## src/rtl/fcm_pkg.sv

```systemverilog
package fcm_pkg;

  typedef enum logic [2:0] {
    ST_IDLE,
    ST_LOOK,
    ST_FREQ,
    ST_FWAIT,
    ST_ISSUE
  } fcmState_t;

  // strobes from control to datapath
  typedef struct packed {
    logic takeThread;  // load current fetch from lowest pending thread register
    logic takeCmd;     // load current fetch from command queue head
    logic latchHit;    // capture hit entry number
    logic install;     // write tag into round-robin victim, capture its number
    logic stepVp;      // broadcast: directive taken, move to next processor
    logic finish;      // last directive of this fetch taken
  } fcmCtl_t;

  localparam logic KIND_SINGLE = 1'b0;
  localparam logic KIND_BCAST  = 1'b1;

endpackage

```

## src/rtl/fcm_cmd_fifo.sv

```systemverilog
module fcm_cmd_fifo #(
  parameter int WIDTH = 8,
  parameter int DEPTH = 4
) (
  input  logic             clk,
  input  logic             rstN,
  input  logic             pushValid,
  output logic             pushReady,
  input  logic [WIDTH-1:0] pushData,
  output logic             headValid,
  output logic [WIDTH-1:0] headData,
  input  logic             pop
);
  localparam int PW = (DEPTH > 1) ? $clog2(DEPTH) : 1;
  localparam int CW = $clog2(DEPTH + 1);

  logic [WIDTH-1:0] mem [DEPTH];
  logic [PW-1:0]    wrPtr, rdPtr;
  logic [CW-1:0]    count;
  logic             doPush, doPop;

  function automatic logic [PW-1:0] nextPtr(input logic [PW-1:0] p);
    return (p == PW'(DEPTH - 1)) ? '0 : p + 1'b1;
  endfunction

  assign pushReady = (count != CW'(DEPTH));
  assign headValid = (count != '0);
  assign headData  = mem[rdPtr];
  assign doPush    = pushValid && pushReady;
  assign doPop     = pop && headValid;

  always_ff @(posedge clk) begin
    if (doPush) mem[wrPtr] <= pushData;
  end

  always_ff @(posedge clk or negedge rstN) begin
    if (!rstN) begin
      wrPtr <= '0;
      rdPtr <= '0;
      count <= '0;
    end else begin
      if (doPush) wrPtr <= nextPtr(wrPtr);
      if (doPop)  rdPtr <= nextPtr(rdPtr);
      count <= count + CW'(doPush) - CW'(doPop);
    end
  end

  AST_NO_OVERFLOW: assert property (@(posedge clk) disable iff (!rstN)
    count <= CW'(DEPTH));
  AST_FULL_REFUSES: assert property (@(posedge clk) disable iff (!rstN)
    (pushValid && !pushReady && !pop) |=> $stable(wrPtr));

endmodule

```

## src/rtl/fcm_tag_store.sv

```systemverilog
module fcm_tag_store #(
  parameter int ENTRIES = 8,
  parameter int AW      = 16,
  localparam int IDXW   = (ENTRIES > 1) ? $clog2(ENTRIES) : 1
) (
  input  logic            clk,
  input  logic            rstN,
  input  logic [AW-1:0]   lookAddr,
  output logic            hit,
  output logic [IDXW-1:0] hitIdx,
  input  logic            install,
  output logic [IDXW-1:0] victim
);
  logic [AW-1:0]      tagMem [ENTRIES];
  logic [ENTRIES-1:0] tagValid;
  logic [ENTRIES-1:0] hitVec;
  logic [IDXW-1:0]    rrPtr;

  for (genvar e = 0; e < ENTRIES; e++) begin : g_cmp
    assign hitVec[e] = tagValid[e] && (tagMem[e] == lookAddr);
  end

  always_comb begin
    hitIdx = '0;
    for (int e = ENTRIES - 1; e >= 0; e--) begin
      if (hitVec[e]) hitIdx = IDXW'(e);
    end
  end

  assign hit    = |hitVec;
  assign victim = rrPtr;

  always_ff @(posedge clk) begin
    if (install) tagMem[rrPtr] <= lookAddr;
  end

  always_ff @(posedge clk or negedge rstN) begin
    if (!rstN) begin
      tagValid <= '0;
      rrPtr    <= '0;
    end else if (install) begin
      tagValid[rrPtr] <= 1'b1;
      rrPtr <= (rrPtr == IDXW'(ENTRIES - 1)) ? '0 : rrPtr + 1'b1;
    end
  end

  AST_HIT_ONEHOT: assert property (@(posedge clk) disable iff (!rstN)
    $onehot0(hitVec));
  AST_INSTALL_ON_MISS: assert property (@(posedge clk) disable iff (!rstN)
    install |-> !hit);

endmodule

```

## src/rtl/fcm_datapath.sv

```systemverilog
module fcm_datapath
  import fcm_pkg::*;
#(
  parameter int NUM_VP        = 4,
  parameter int CACHE_ENTRIES = 8,
  parameter int ADDR_W        = 16,
  parameter int CMDQ_DEPTH    = 4,
  parameter int THR_OUTST     = 3,
  localparam int VPW  = (NUM_VP > 1) ? $clog2(NUM_VP) : 1,
  localparam int CNTW = $clog2(NUM_VP + 1),
  localparam int IDXW = (CACHE_ENTRIES > 1) ? $clog2(CACHE_ENTRIES) : 1
) (
  input  logic              clk,
  input  logic              rstN,
  input  fcmCtl_t           ctl,
  input  logic              dirValidIn,
  input  logic              dirReady,
  input  logic              cmdValid,
  output logic              cmdReady,
  input  logic              cmdKind,
  input  logic [VPW-1:0]    cmdVp,
  input  logic [ADDR_W-1:0] cmdAddr,
  input  logic [CNTW-1:0]   cfgVpCount,
  input  logic              tfValid,
  input  logic [VPW-1:0]    tfVp,
  input  logic [ADDR_W-1:0] tfAddr,
  input  logic              doneValid,
  input  logic [VPW-1:0]    doneVp,
  input  logic              doneThread,
  output logic              pendAny,
  output logic              thrAny,
  output logic              cmdAvail,
  output logic              hit,
  output logic              lastVp,
  output logic [ADDR_W-1:0] fillAddr,
  output logic [IDXW-1:0]   dirIdx,
  output logic [VPW-1:0]    dirVp,
  output logic              dirThread
);
  localparam int QW = 1 + VPW + ADDR_W;
  localparam int TW = $clog2(THR_OUTST + 1);

  // command queue
  logic [QW-1:0]     headData;
  logic              headKind;
  logic [VPW-1:0]    headVp;
  logic [ADDR_W-1:0] headAddr;
  logic              popCmd;

  // current fetch
  logic [ADDR_W-1:0] curAddr;
  logic [VPW-1:0]    curVp;
  logic              curVec;
  logic              curFromCmd;
  logic [IDXW-1:0]   curIdx;

  // thread state
  logic [NUM_VP-1:0] pendValid;
  logic [ADDR_W-1:0] pendAddr [NUM_VP];
  logic [TW-1:0]     thrCnt [NUM_VP];
  logic [VPW-1:0]    selVp;
  logic              thrBusy;
  logic              fire;

  logic [IDXW-1:0]   hitIdx;
  logic [IDXW-1:0]   victim;

  fcm_cmd_fifo #(.WIDTH(QW), .DEPTH(CMDQ_DEPTH)) u_cmdq (
    .clk      (clk),
    .rstN     (rstN),
    .pushValid(cmdValid),
    .pushReady(cmdReady),
    .pushData ({cmdKind, cmdVp, cmdAddr}),
    .headValid(cmdAvail),
    .headData (headData),
    .pop      (popCmd)
  );

  assign headKind = headData[QW-1];
  assign headVp   = headData[ADDR_W +: VPW];
  assign headAddr = headData[ADDR_W-1:0];

  fcm_tag_store #(.ENTRIES(CACHE_ENTRIES), .AW(ADDR_W)) u_tags (
    .clk     (clk),
    .rstN    (rstN),
    .lookAddr(curAddr),
    .hit     (hit),
    .hitIdx  (hitIdx),
    .install (ctl.install),
    .victim  (victim)
  );

  assign fire   = ctl.stepVp || ctl.finish;
  assign popCmd = ctl.finish && curFromCmd;

  // lowest-numbered pending processor
  always_comb begin
    selVp = '0;
    for (int v = NUM_VP - 1; v >= 0; v--) begin
      if (pendValid[v]) selVp = VPW'(v);
    end
  end

  always_comb begin
    thrBusy = 1'b0;
    for (int v = 0; v < NUM_VP; v++) begin
      if (thrCnt[v] != '0) thrBusy = 1'b1;
    end
  end

  assign pendAny = |pendValid;
  assign thrAny  = pendAny || thrBusy;
  assign lastVp  = !curVec || ((CNTW'(curVp) + CNTW'(1)) >= cfgVpCount);

  // pending thread-fetch registers and outstanding thread-block counters
  always_ff @(posedge clk or negedge rstN) begin
    if (!rstN) begin
      pendValid <= '0;
      for (int v = 0; v < NUM_VP; v++) begin
        pendAddr[v] <= '0;
        thrCnt[v]   <= '0;
      end
    end else begin
      for (int v = 0; v < NUM_VP; v++) begin
        if (tfValid && tfVp == VPW'(v)) begin
          pendValid[v] <= 1'b1;
          pendAddr[v]  <= tfAddr;
        end else if (ctl.takeThread && selVp == VPW'(v)) begin
          pendValid[v] <= 1'b0;
        end
        thrCnt[v] <= thrCnt[v]
                   + TW'(fire && !curFromCmd && curVp == VPW'(v))
                   - TW'(doneValid && doneThread && doneVp == VPW'(v) && thrCnt[v] != '0);
      end
    end
  end

  // current fetch registers
  always_ff @(posedge clk or negedge rstN) begin
    if (!rstN) begin
      curAddr    <= '0;
      curVp      <= '0;
      curVec     <= 1'b0;
      curFromCmd <= 1'b0;
      curIdx     <= '0;
    end else begin
      if (ctl.takeThread) begin
        curAddr    <= pendAddr[selVp];
        curVp      <= selVp;
        curVec     <= 1'b0;
        curFromCmd <= 1'b0;
      end else if (ctl.takeCmd) begin
        curAddr    <= headAddr;
        curVp      <= (headKind == KIND_BCAST) ? '0 : headVp;
        curVec     <= (headKind == KIND_BCAST);
        curFromCmd <= 1'b1;
      end
      if (ctl.latchHit) curIdx <= hitIdx;
      if (ctl.install)  curIdx <= victim;
      if (ctl.stepVp)   curVp  <= curVp + 1'b1;
    end
  end

  assign fillAddr  = curAddr;
  assign dirIdx    = curIdx;
  assign dirVp     = curVp;
  assign dirThread = !curFromCmd;

  AST_THREAD_FIRST: assert property (@(posedge clk) disable iff (!rstN)
    ctl.takeCmd |-> !pendAny);
  AST_NO_CMD_IN_THREAD: assert property (@(posedge clk) disable iff (!rstN)
    ctl.takeCmd |-> !thrBusy);
  AST_DIR_RESIDENT: assert property (@(posedge clk) disable iff (!rstN)
    dirValidIn |-> (hit && hitIdx == curIdx));
  AST_DIR_HOLD: assert property (@(posedge clk) disable iff (!rstN)
    (dirValidIn && !dirReady) |=> (dirValidIn && $stable(curIdx) && $stable(curVp) && $stable(curFromCmd)));
  AST_BCAST_ASCEND: assert property (@(posedge clk) disable iff (!rstN)
    (dirValidIn && dirReady && curVec && !lastVp) |=> (dirValidIn && curVp == VPW'($past(curVp) + 1'b1)));

endmodule

```

## src/rtl/fcm_control.sv

```systemverilog
module fcm_control
  import fcm_pkg::*;
(
  input  logic    clk,
  input  logic    rstN,
  input  logic    pendAny,
  input  logic    thrAny,
  input  logic    cmdAvail,
  input  logic    hit,
  input  logic    lastVp,
  input  logic    fillDone,
  input  logic    dirReady,
  output fcmCtl_t ctl,
  output logic    dirValid,
  output logic    fillReqValid
);
  fcmState_t state, stateNext;

  always_comb begin
    stateNext    = state;
    ctl          = '0;
    dirValid     = 1'b0;
    fillReqValid = 1'b0;
    unique case (state)
      ST_IDLE: begin
        if (pendAny) begin
          ctl.takeThread = 1'b1;
          stateNext      = ST_LOOK;
        end else if (cmdAvail && !thrAny) begin
          ctl.takeCmd = 1'b1;
          stateNext   = ST_LOOK;
        end
      end
      ST_LOOK: begin
        if (hit) begin
          ctl.latchHit = 1'b1;
          stateNext    = ST_ISSUE;
        end else begin
          stateNext = ST_FREQ;
        end
      end
      ST_FREQ: begin
        fillReqValid = 1'b1;
        stateNext    = ST_FWAIT;
      end
      ST_FWAIT: begin
        if (fillDone) begin
          ctl.install = 1'b1;
          stateNext   = ST_ISSUE;
        end
      end
      ST_ISSUE: begin
        dirValid = 1'b1;
        if (dirReady) begin
          if (lastVp) begin
            ctl.finish = 1'b1;
            stateNext  = ST_IDLE;
          end else begin
            ctl.stepVp = 1'b1;
          end
        end
      end
      default: stateNext = ST_IDLE;
    endcase
  end

  always_ff @(posedge clk or negedge rstN) begin
    if (!rstN) state <= ST_IDLE;
    else       state <= stateNext;
  end

  AST_FILL_PULSE: assert property (@(posedge clk) disable iff (!rstN)
    fillReqValid |=> !fillReqValid);
  AST_NO_DIR_DURING_FILL: assert property (@(posedge clk) disable iff (!rstN)
    fillReqValid |=> !dirValid);

endmodule

```

## src/rtl/fetch_cmd_mgr.sv

```systemverilog
module fetch_cmd_mgr
  import fcm_pkg::*;
#(
  parameter int NUM_VP        = 4,
  parameter int CACHE_ENTRIES = 8,
  parameter int ADDR_W        = 16,
  parameter int CMDQ_DEPTH    = 4,
  parameter int THR_OUTST     = 3,
  localparam int VPW  = (NUM_VP > 1) ? $clog2(NUM_VP) : 1,
  localparam int CNTW = $clog2(NUM_VP + 1),
  localparam int IDXW = (CACHE_ENTRIES > 1) ? $clog2(CACHE_ENTRIES) : 1
) (
  input  logic              clk,
  input  logic              rstN,
  input  logic              cmdValid,
  output logic              cmdReady,
  input  logic              cmdKind,
  input  logic [VPW-1:0]    cmdVp,
  input  logic [ADDR_W-1:0] cmdAddr,
  input  logic [CNTW-1:0]   cfgVpCount,
  input  logic              tfValid,
  input  logic [VPW-1:0]    tfVp,
  input  logic [ADDR_W-1:0] tfAddr,
  input  logic              doneValid,
  input  logic [VPW-1:0]    doneVp,
  input  logic              doneThread,
  output logic              fillReqValid,
  output logic [ADDR_W-1:0] fillReqAddr,
  input  logic              fillDone,
  output logic              dirValid,
  input  logic              dirReady,
  output logic [IDXW-1:0]   dirIdx,
  output logic [VPW-1:0]    dirVp,
  output logic              dirThread
);
  fcmCtl_t ctl;
  logic    pendAny, thrAny, cmdAvail, hit, lastVp;

  fcm_control u_ctrl (
    .clk         (clk),
    .rstN        (rstN),
    .pendAny     (pendAny),
    .thrAny      (thrAny),
    .cmdAvail    (cmdAvail),
    .hit         (hit),
    .lastVp      (lastVp),
    .fillDone    (fillDone),
    .dirReady    (dirReady),
    .ctl         (ctl),
    .dirValid    (dirValid),
    .fillReqValid(fillReqValid)
  );

  fcm_datapath #(
    .NUM_VP       (NUM_VP),
    .CACHE_ENTRIES(CACHE_ENTRIES),
    .ADDR_W       (ADDR_W),
    .CMDQ_DEPTH   (CMDQ_DEPTH),
    .THR_OUTST    (THR_OUTST)
  ) u_dp (
    .clk       (clk),
    .rstN      (rstN),
    .ctl       (ctl),
    .dirValidIn(dirValid),
    .dirReady  (dirReady),
    .cmdValid  (cmdValid),
    .cmdReady  (cmdReady),
    .cmdKind   (cmdKind),
    .cmdVp     (cmdVp),
    .cmdAddr   (cmdAddr),
    .cfgVpCount(cfgVpCount),
    .tfValid   (tfValid),
    .tfVp      (tfVp),
    .tfAddr    (tfAddr),
    .doneValid (doneValid),
    .doneVp    (doneVp),
    .doneThread(doneThread),
    .pendAny   (pendAny),
    .thrAny    (thrAny),
    .cmdAvail  (cmdAvail),
    .hit       (hit),
    .lastVp    (lastVp),
    .fillAddr  (fillReqAddr),
    .dirIdx    (dirIdx),
    .dirVp     (dirVp),
    .dirThread (dirThread)
  );

endmodule

```

## config.mk

```make
export PLATFORM = sky130hd
export DESIGN_NAME = fetch_cmd_mgr
export DESIGN_NICKNAME = d
export VERILOG_FILES = /design/src/rtl/fcm_pkg.sv /design/src/rtl/fcm_cmd_fifo.sv /design/src/rtl/fcm_tag_store.sv /design/src/rtl/fcm_datapath.sv /design/src/rtl/fcm_control.sv /design/src/rtl/fetch_cmd_mgr.sv
export SDC_FILE = /design/constraint.sdc
export NUM_CORES = 1
export LEC_CHECK = 0
export ABC_AREA = 1
export BUFFER_PORTS_ARGS = -buffer_cell sky130_fd_sc_hd__buf_4
export CELL_PAD_IN_SITES_DETAIL_PLACEMENT = 0
export CELL_PAD_IN_SITES_GLOBAL_PLACEMENT = 1
export CORE_ASPECT_RATIO = 2
export CORE_MARGIN = 2
export CORE_UTILIZATION = 40
export DETAILED_ROUTE_END_ITERATION = 10
export GPL_TIMING_DRIVEN = 1
export MAX_ROUTING_LAYER = met4
export PLACE_DENSITY_LB_ADDON = 0.1
export SYNTH_ARGS = -nofsm -noshare
export SYNTH_HDL_FRONTEND = slang
export SYNTH_SLANG_ARGS = --single-unit
```

## constraint.sdc

```tcl
create_clock -name clk -period 6.1 [get_ports clk]
set_input_delay 1.22 -clock clk [delete_from_list [all_inputs] [get_ports clk]]
set_output_delay 1.22 -clock clk [all_outputs]
set_load 0.01 [all_outputs]
```

==> flow_summary.yaml, run 1 <==
run_status:
  status: "finished clean"
clock_tree:
  numCtsBuffers: 30
  cts_resized: 0
  cts.sink_count: 324
  clock-root-buffer: "clkbuf_16"
  cts_max_level: 1
  cts.reportedPaths.clkPinSlew_ns: 0.06
  cts_hold_buf: 0
  clock_latency_ns: 0.58
  cts_buffer_depth: 3
  cts_tree: "yes"
  post-cts-setup-buffers: 0
placement:
  placed_cells: 2311
  place.gp.congestion: 0.8705
  numPortBuffers: 74
  dpl.hpwl_mm: 33.66
sta:
  setup_violations: 0
  rsz0062_at_grt: "false"
  hold_slack_ns: 0.4707
  period_minus_slack_ns: 3.147
  setup_tns_ns: 0
  finalCritPeriodShare: 0.5159
  maxSlewViolCount: 0
  fin_worst_skew_ns: 0.02384
  final-hold-violation-count: 0
  fmax_ghz: 0.3178
  tightest_slew_ns: 1.148
  max_slew_margin: 0.2325
power:
  p_int_w: 0.005103
  pwr-share-clk: 0.245
  powerDensity_mw_per_mm2: 482.2
  power.share.sequential: 0.362
  power_frac_comb: 0.393
  power.switching_w: 0.003529
  peakVddDrop_mv: 0.2596
  p_leak_nw: 8.054
  switching_share: 0.4088
global_routing:
  grt_usage: 0.2448
  grt_overflow: 0
  antenna_found_initial: 0
  grt_pass1_wl_mm: 71.75
  grt_max_degree: 54
  grt_pass1_vias: 12046
route:
  totalWireLength_mm: 47.99
  antenna_left: 0
  route.detailed.drc: 0
  route.vias.total: 11979
  vias_per_cell: 5.061
  firstDrtPassIters: 5
  initialDrtViolationCount: 686
  wire_per_inst_um: 20.27
job:
  maxCapViolCount: 0
yosys:
  yosysSeqAreaShare: 0.5846
  synth-seq-cells: 324
  synth_top_family_by_area: "simple AND/OR/NAND/NOR gates"
  synth_fp_nets: 1817
  muxShareOfSynthArea: 0
  ys_warn_count: 0
  async_flop_share: 0.3704
  synth_edf_count: 204
  yosys.area_share.simple: 0.2118
  synthAdderAreaFrac: 0.02051
  netlist_instances: 1742
  yosysUniqueCellTypes: 43
  avgSynthCellArea_sq_um: 8.965
  netlist_area_sq_mm: 0.01562
  synth_compound_area_frac: 0.09655
  ys_dominant_reg_cell: "edfxtp_1"
  synth_xor_area_frac: 0.01907
critical_path:
  crit_type: "reg2out"
  reg2regPathDepth: 8
  reg2reg_from: "u_dp.pendValid[2]"
  cp.arrival_ns: 1.93
  crit_chain: "buf_4"
  crit_fanout: 18
  critical-path-top-delay-family: "flip-flops"
  r2r_setup_slack_ns: 3.11
  crit_path_end_kind: "primary output"
  cp.required_ns: 4.88
  path_buf_inv: 1
  cpMaxStageDelayCell: "dfrtp_1"
  r2r_end: "u_dp.fillAddr[2]"
  endpoint: "fillReqAddr[4]"
  critPathMaxStageDelay_ns: 1.08
  cp.depth: 1
  cp-start-kind: "register"
  critPathLaunch: "u_dp.fillAddr[4]"
die:
  die_h_um: 283.4
  core-area_sq_mm: 0.03867
  start_util: 0.4038
  dieArea_sq_mm: 0.04073
  fp-row-count: 102
  die_x_um: 143.7
  io_pins: 75
finish:
  final_cell_mix: "nand2_1, nor2_1, edfxtp_1, inv_1, o21ai_0"
  num-fill-cells: 3785
  area_growth_pct: 14.64
  final_nets: 1898
  multi_input_area_sq_mm: 0.005434
  drive_gt1_frac: 0.09908
  ff_latch_area_sq_mm: 0.009129
  antenna_cells: 0
  final_common_cell: "nand2_1"
  stdcell_count: 2367
worst_hold_path:
  hp-class: "reg2reg"
==> how the worst min path moves through the flow <==
stage,from,end,slack (ns),cells past startpoint
final,u_dp.u_tags.tagValid[5],u_dp.u_tags.tagValid[5],0.47,1
after global routing,u_dp.u_tags.tagValid[5],u_dp.u_tags.tagValid[5],0.48,1
after CTS,u_dp.u_tags.tagValid[5],u_dp.u_tags.tagValid[5],0.48,1
after detailed placement,u_dp.pendAddr[44],u_dp.pendAddr[44],0.47,2
after global placement,u_dp.u_tags.tagValid[5],u_dp.u_tags.tagValid[5],0.46,1
after floorplan,u_dp.u_tags.tagValid[5],u_dp.u_tags.tagValid[5],0.43,1
==> metrics by stage <==
| stage | setup WS, ns | utilization | power, W | area [sq um] |
|---|---|---|---|---|
| after global placement | 2.802 | 0.4341 | 0.006596 | 16790 |
| after CTS | 2.937 | 0.4630 | 0.008754 | 17900 |
| after global routing | 2.902 | 0.4630 | 0.009149 | 17900 |
| final | 2.953 | 0.4630 | 0.008632 | 17900 |
| after floorplan | 2.990 | - | 0.005147 | 15620 |
| after detailed placement | 2.761 | 0.4341 | 0.006617 | 16790 |
==> layer usage <==
metal,vias to the layer above,global-route usage,part of all wire
li1,5865,-,-
met1,5755,0.2517,0.36
met2,270,0.4650,0.57
met3,89,0.02717,0.033
met4,0,0.09265,0.039
met5,-,-,0
==> registers in the layout (all words and copies together) (netlist names) <==
name,cells
u_ctrl.state,3
u_dp.u_cmdq.count,3
u_dp.thrCnt,8
u_dp.pendValid,4
u_dp.fillAddr,16
u_dp.dirVp,2
u_dp.u_cmdq.rdPtr,2
u_dp.dirIdx,3
u_dp.curFromCmd,1
u_dp.curVec,1
u_dp.u_cmdq.wrPtr,2
u_dp.u_tags.victim,3
u_dp.pendAddr,64
u_dp.u_tags.tagMem,128
u_dp.u_cmdq.mem,76
u_dp.u_tags.tagValid,8
==> cells by family after synthesis <==
group / count (synthesis)
fa+ha+maj: 25
xor+xnor: 34
flops: 324
buf+inv: 264
simple gates: 815
compound gates: 280
==> power by group through the flow <==
stage | clock network (W) | logic, W | registers (W)
after floorplan | 0 | 0.00202 | 0.00312
after global placement | 0 | 0.00344 | 0.00316
after detailed placement | 0 | 0.00344 | 0.00317
after CTS | 0.00217 | 0.00346 | 0.00313
after global routing | 0.00225 | 0.00374 | 0.00316
final | 0.00212 | 0.00339 | 0.00313
==> cell usage after synthesis, types with 2 or more instances <==
cell	n	area share
a21oi_1	18	0.0058
a32o_1	3	0.0019
buf_2	17	0.0054
buf_4	7	0.0034
buf_6	2	0.0014
clkbuf_1	30	0.0072
clkinv_1	2	0.00048
dfrtp_1	120	0.19
edfxtp_1	204	0.39
ha_1	24	0.019
inv_1	198	0.048
inv_2	7	0.0017
nand2_1	456	0.11
nand2_2	8	0.0032
nand2_4	2	0.0014
nand3_1	39	0.012
nand3b_1	11	0.0053
nand4_1	15	0.0060
nor2_1	253	0.061
nor3_1	7	0.0022
nor3_2	2	0.0013
nor4_1	5	0.0020
o211ai_1	6	0.0029
o21ai_0	191	0.061
o21ai_1	7	0.0022
o22ai_1	50	0.020
or2_1	4	0.0016
or2_2	7	0.0028
xnor2_1	27	0.015
xor2_1	7	0.0039
==> final cells by class <==
| class | instances | area share |
|---|---|---|
| Multi-Input combinational cell | 1154 | 0.3035 |
| Sequential cell | 324 | 0.5099 |
| Tap cell | 520 | 0.03634 |
| Timing Repair Buffer | 106 | 0.04445 |
| Inverter | 207 | 0.04340 |
| Clock buffer | 45 | 0.05053 |
| Clock inverter | 11 | 0.01181 |
==> worst reg2reg max path, cell delays in order, from the launching register on <==
cell	delay, ns
dfrtp_1	0.41
o21ai_0	0.24
nand2_1	0.10
buf_4	0.27
inv_1	0.86
o21ai_0	0.19
o22ai_1	0.50
o21ai_0	0.16
o22ai_1	0.17
No activity file was read; power rests on OpenSTA's default activity.
==> run 2: changes to the inputs <==
--- a/config.mk
+++ b/config.mk
@@ -5,7 +5,7 @@
 export SDC_FILE = /design/constraint.sdc
 export NUM_CORES = 1
 export LEC_CHECK = 0
-export ABC_AREA = 1
+export ABC_AREA = 0
 export BUFFER_PORTS_ARGS = -buffer_cell sky130_fd_sc_hd__buf_4
 export CELL_PAD_IN_SITES_DETAIL_PLACEMENT = 0
 export CELL_PAD_IN_SITES_GLOBAL_PLACEMENT = 1
==> constraint.sdc (replaced) <==
create_clock -name clk -period 3.2 [get_ports clk]
set_input_delay 0.64 -clock clk [delete_from_list [all_inputs] [get_ports clk]]
set_output_delay 0.64 -clock clk [all_outputs]
set_load 0.01 [all_outputs]
==> run 2 against run 1 <==
  * Critical path depth increased by 11
  * Clock skew decreased by 0.011 ns
  * Via count decreased by 33%
==> flow_summary.yaml, run 2 <==
finish:
  num-fill-cells: 3134
  top_regs: "u_dp.u_tags.tagMem x128, u_dp.u_cmdq.mem x76, u_dp.pendAddr x64"
  final_common_cell: "edfxtp_1"
  regMostFlops: "u_dp.u_tags.tagMem"
  drive_gt1_frac: 0.2706
  largest_register_ffs: 128
  final_util: 0.4715
  final_cell_mix: "edfxtp_1, buf_4, dfrtp_1, xor2_1, mux2_2"
  antenna_cells: 0
  final_nets: 1142
  area_growth_pct: 16.75
global_routing:
  grt_pass1_vias: 8597
  grt_usage: 0.1895
  grt_overflow: 0
  grt_max_degree: 46
  antenna_found_initial: 0
  grt_pass1_wl_mm: 50.98
clock_tree:
  cts_tree: "yes"
  cts.sink_count: 324
  cts_hold_buf: 0
  clock_latency_ns: 0.57
  cts.reportedPaths.clkPinSlew_ns: 0.07
  cts_resized: 0
  numCtsBuffers: 29
  cts_buffer_depth: 3
  cts_max_level: 1
  post-cts-setup-buffers: 0
  clock-root-buffer: "clkbuf_16"
power:
  power.switching_w: 0.004944
  powerDensity_mw_per_mm2: 869.7
  peakVddDrop_mv: 0.4780
  p_leak_nw: 6.328
  switching_share: 0.3449
  power.share.sequential: 0.434
  p_total_w: 0.01433
  pwr-share-clk: 0.239
  power_frac_comb: 0.327
  p_int_w: 0.009390
yosys:
  synth_area_leaders: "edfxtp_1, dfrtp_1, xor2_1"
  synth_top_area_frac: 0.4340
  netlist_area_sq_mm: 0.01412
  synth.most_common_cell: "edfxtp_1"
  netlist_instances: 940
  synth_edf_count: 204
  yosysUniqueCellTypes: 44
  ys_dominant_reg_cell: "edfxtp_1"
  synth_fp_nets: 1015
  async_flop_share: 0.3704
  synth-seq-cells: 324
  avgSynthCellArea_sq_um: 15.02
  yosysSeqAreaShare: 0.6467
  synthTopCellsByCount: "edfxtp_1, dfrtp_1, xor2_1"
  yosys.area.top_type: "edfxtp_1"
  ys_warn_count: 0
placement:
  place.gp.congestion: 0.7907
  dpl.hpwl_mm: 23.93
  numPortBuffers: 74
  dp_slack_ns: 0.2986
sta:
  period_minus_slack_ns: 2.889
  setup_tns_ns: 0
  fmax_ghz: 0.3461
  max_slew_margin: 0.5567
  final-hold-violation-count: 0
  finalCritPeriodShare: 0.9029
  maxSlewViolCount: 0
  fin_worst_skew_ns: 0.01303
  rsz0062_at_grt: "false"
  tightest_slew_ns: 0.6650
  hold_slack_ns: 0.08763
  setup_slack_ns: 0.3108
  setup_violations: 0
critical_path:
  cp-start-kind: "register"
  cp.arrival_ns: 3.35
  cp.required_ns: 3.66
  crit_fanout: 6
  crit_path_end_kind: "register"
  reg2regPathDepth: 12
  crit_type: "reg2reg"
route:
  wl_met1_mm: 11.73
  route.detailed.drc: 0
  vias_per_cell: 5.199
  firstDrtPassIters: 5
  wl_met2_mm: 19.01
  totalWireLength_mm: 33.05
  initialDrtViolationCount: 468
  route.vias.total: 7980
  wl_met3_um: 967
  wire_per_inst_um: 21.53
  routed.top_layer: "met4"
  antenna_left: 0
die:
  io_pins: 75
  die_h_um: 269.7
  dieArea_sq_mm: 0.03690
  core-area_sq_mm: 0.03495
  start_util: 0.4039
  die_x_um: 136.8
  fp-row-count: 97
job:
  maxCapViolCount: 0
run_status:
  status: "finished clean"
worst_hold_path:
  hp-class: "in2async"
==> run 2: cell types whose count changed after synthesis, moves of 35 or more <==
cell,change
xor2_1,+111
nor4_1,+36
nand2_1,-427
mux2_2,+65
o22ai_1,-50
nor2_1,-229
o21ai_0,-159
mux4_2,+35
inv_1,-154
==> run 2: final cells by class <==
class                   count  area, sq um  area share
inverters                  44        165.2     0.01002
flip-flops and latches    324         9129      0.5539
clock inverters            17        135.1    0.008199
multi-input cells         538         4686      0.2843
well taps                 445        556.8     0.03378
clock buffers              37        795.8     0.04828
repair buffers            130         1013     0.06149
==> run 2: final timing paths <==
kind	from	to	slack [ns]
worst max register to register	u_dp.dirVp[0]	u_dp.u_cmdq.count[2]	0.31
worst min register to register	u_dp.thrCnt[3]	u_dp.thrCnt[3]	0.49
worst min-delay path	rstN	u_dp.u_tags.tagValid[7]	0.09
max in group asynchronous	rstN	u_dp.pendAddr[61]	2.40
min in group clk	cmdAddr[12]	u_dp.u_cmdq.mem[3][12]	0.27
worst max-delay path	u_dp.dirVp[0]	u_dp.u_cmdq.count[2]	0.31
==> run 2: metrics by stage <==
stage / cell area [sq um] / std cells
final: 16480 / 1535
after global routing: 16480 / 1535
after CTS: 16480 / 1535
after detailed placement: 15550 / 1481
after global placement: 15550 / 1481
after floorplan: 14120 / 940
==> run 2: cells by family (layout without fill, tap and decap cells) <==
| logic type | after synthesis | in the layout | synth area share |
|---|---|---|---|
| XOR/XNOR | 140 | 140 | 0.08686 |
| AND/OR/NAND/NOR | 200 | 200 | 0.07968 |
| multiplexers | 101 | 101 | 0.1084 |
| adder cells (fa/ha/maj) | 25 | 25 | 0.02269 |
| flip-flops | 324 | 324 | 0.6467 |
| buffers and inverters | 78 | 228 | 0.02322 |
| AO/OA/AOI/OAI | 72 | 72 | 0.03244 |
==> run 2: power by group through the flow <==
stage	Clock (W)	Combinational, W	Sequential (W)
5_1_grt	0.00370	0.00518	0.00633
4_1_cts	0.00354	0.00481	0.00624
3_3_place_gp	0	0.00475	0.00631
3_5_place_dp	0	0.00480	0.00633
2_1_floorplan	0	0.00304	0.00608
6_report	0.00343	0.00468	0.00623
==> run 2: metal layers <==
metal / vias to the layer above / track usage
met1: 4057 / 0.1911
met2: 115 / 0.3597
met3: 57 / 0.02331
li1: 3751 / -
met5: - / -
met4: 0 / 0.07515
==> run 2: critical path: stages, from the launching register on <==
cell     delay (ns)
dfrtp_1        0.48
inv_1          0.10
ha_1           0.33
ha_1           0.29
a21oi_1        0.05
o21ai_0        0.29
nand4_1        0.23
inv_1          0.13
ha_1           0.12
inv_1          0.04
ha_1           0.19
fa_1           0.40
xnor2_1        0.14
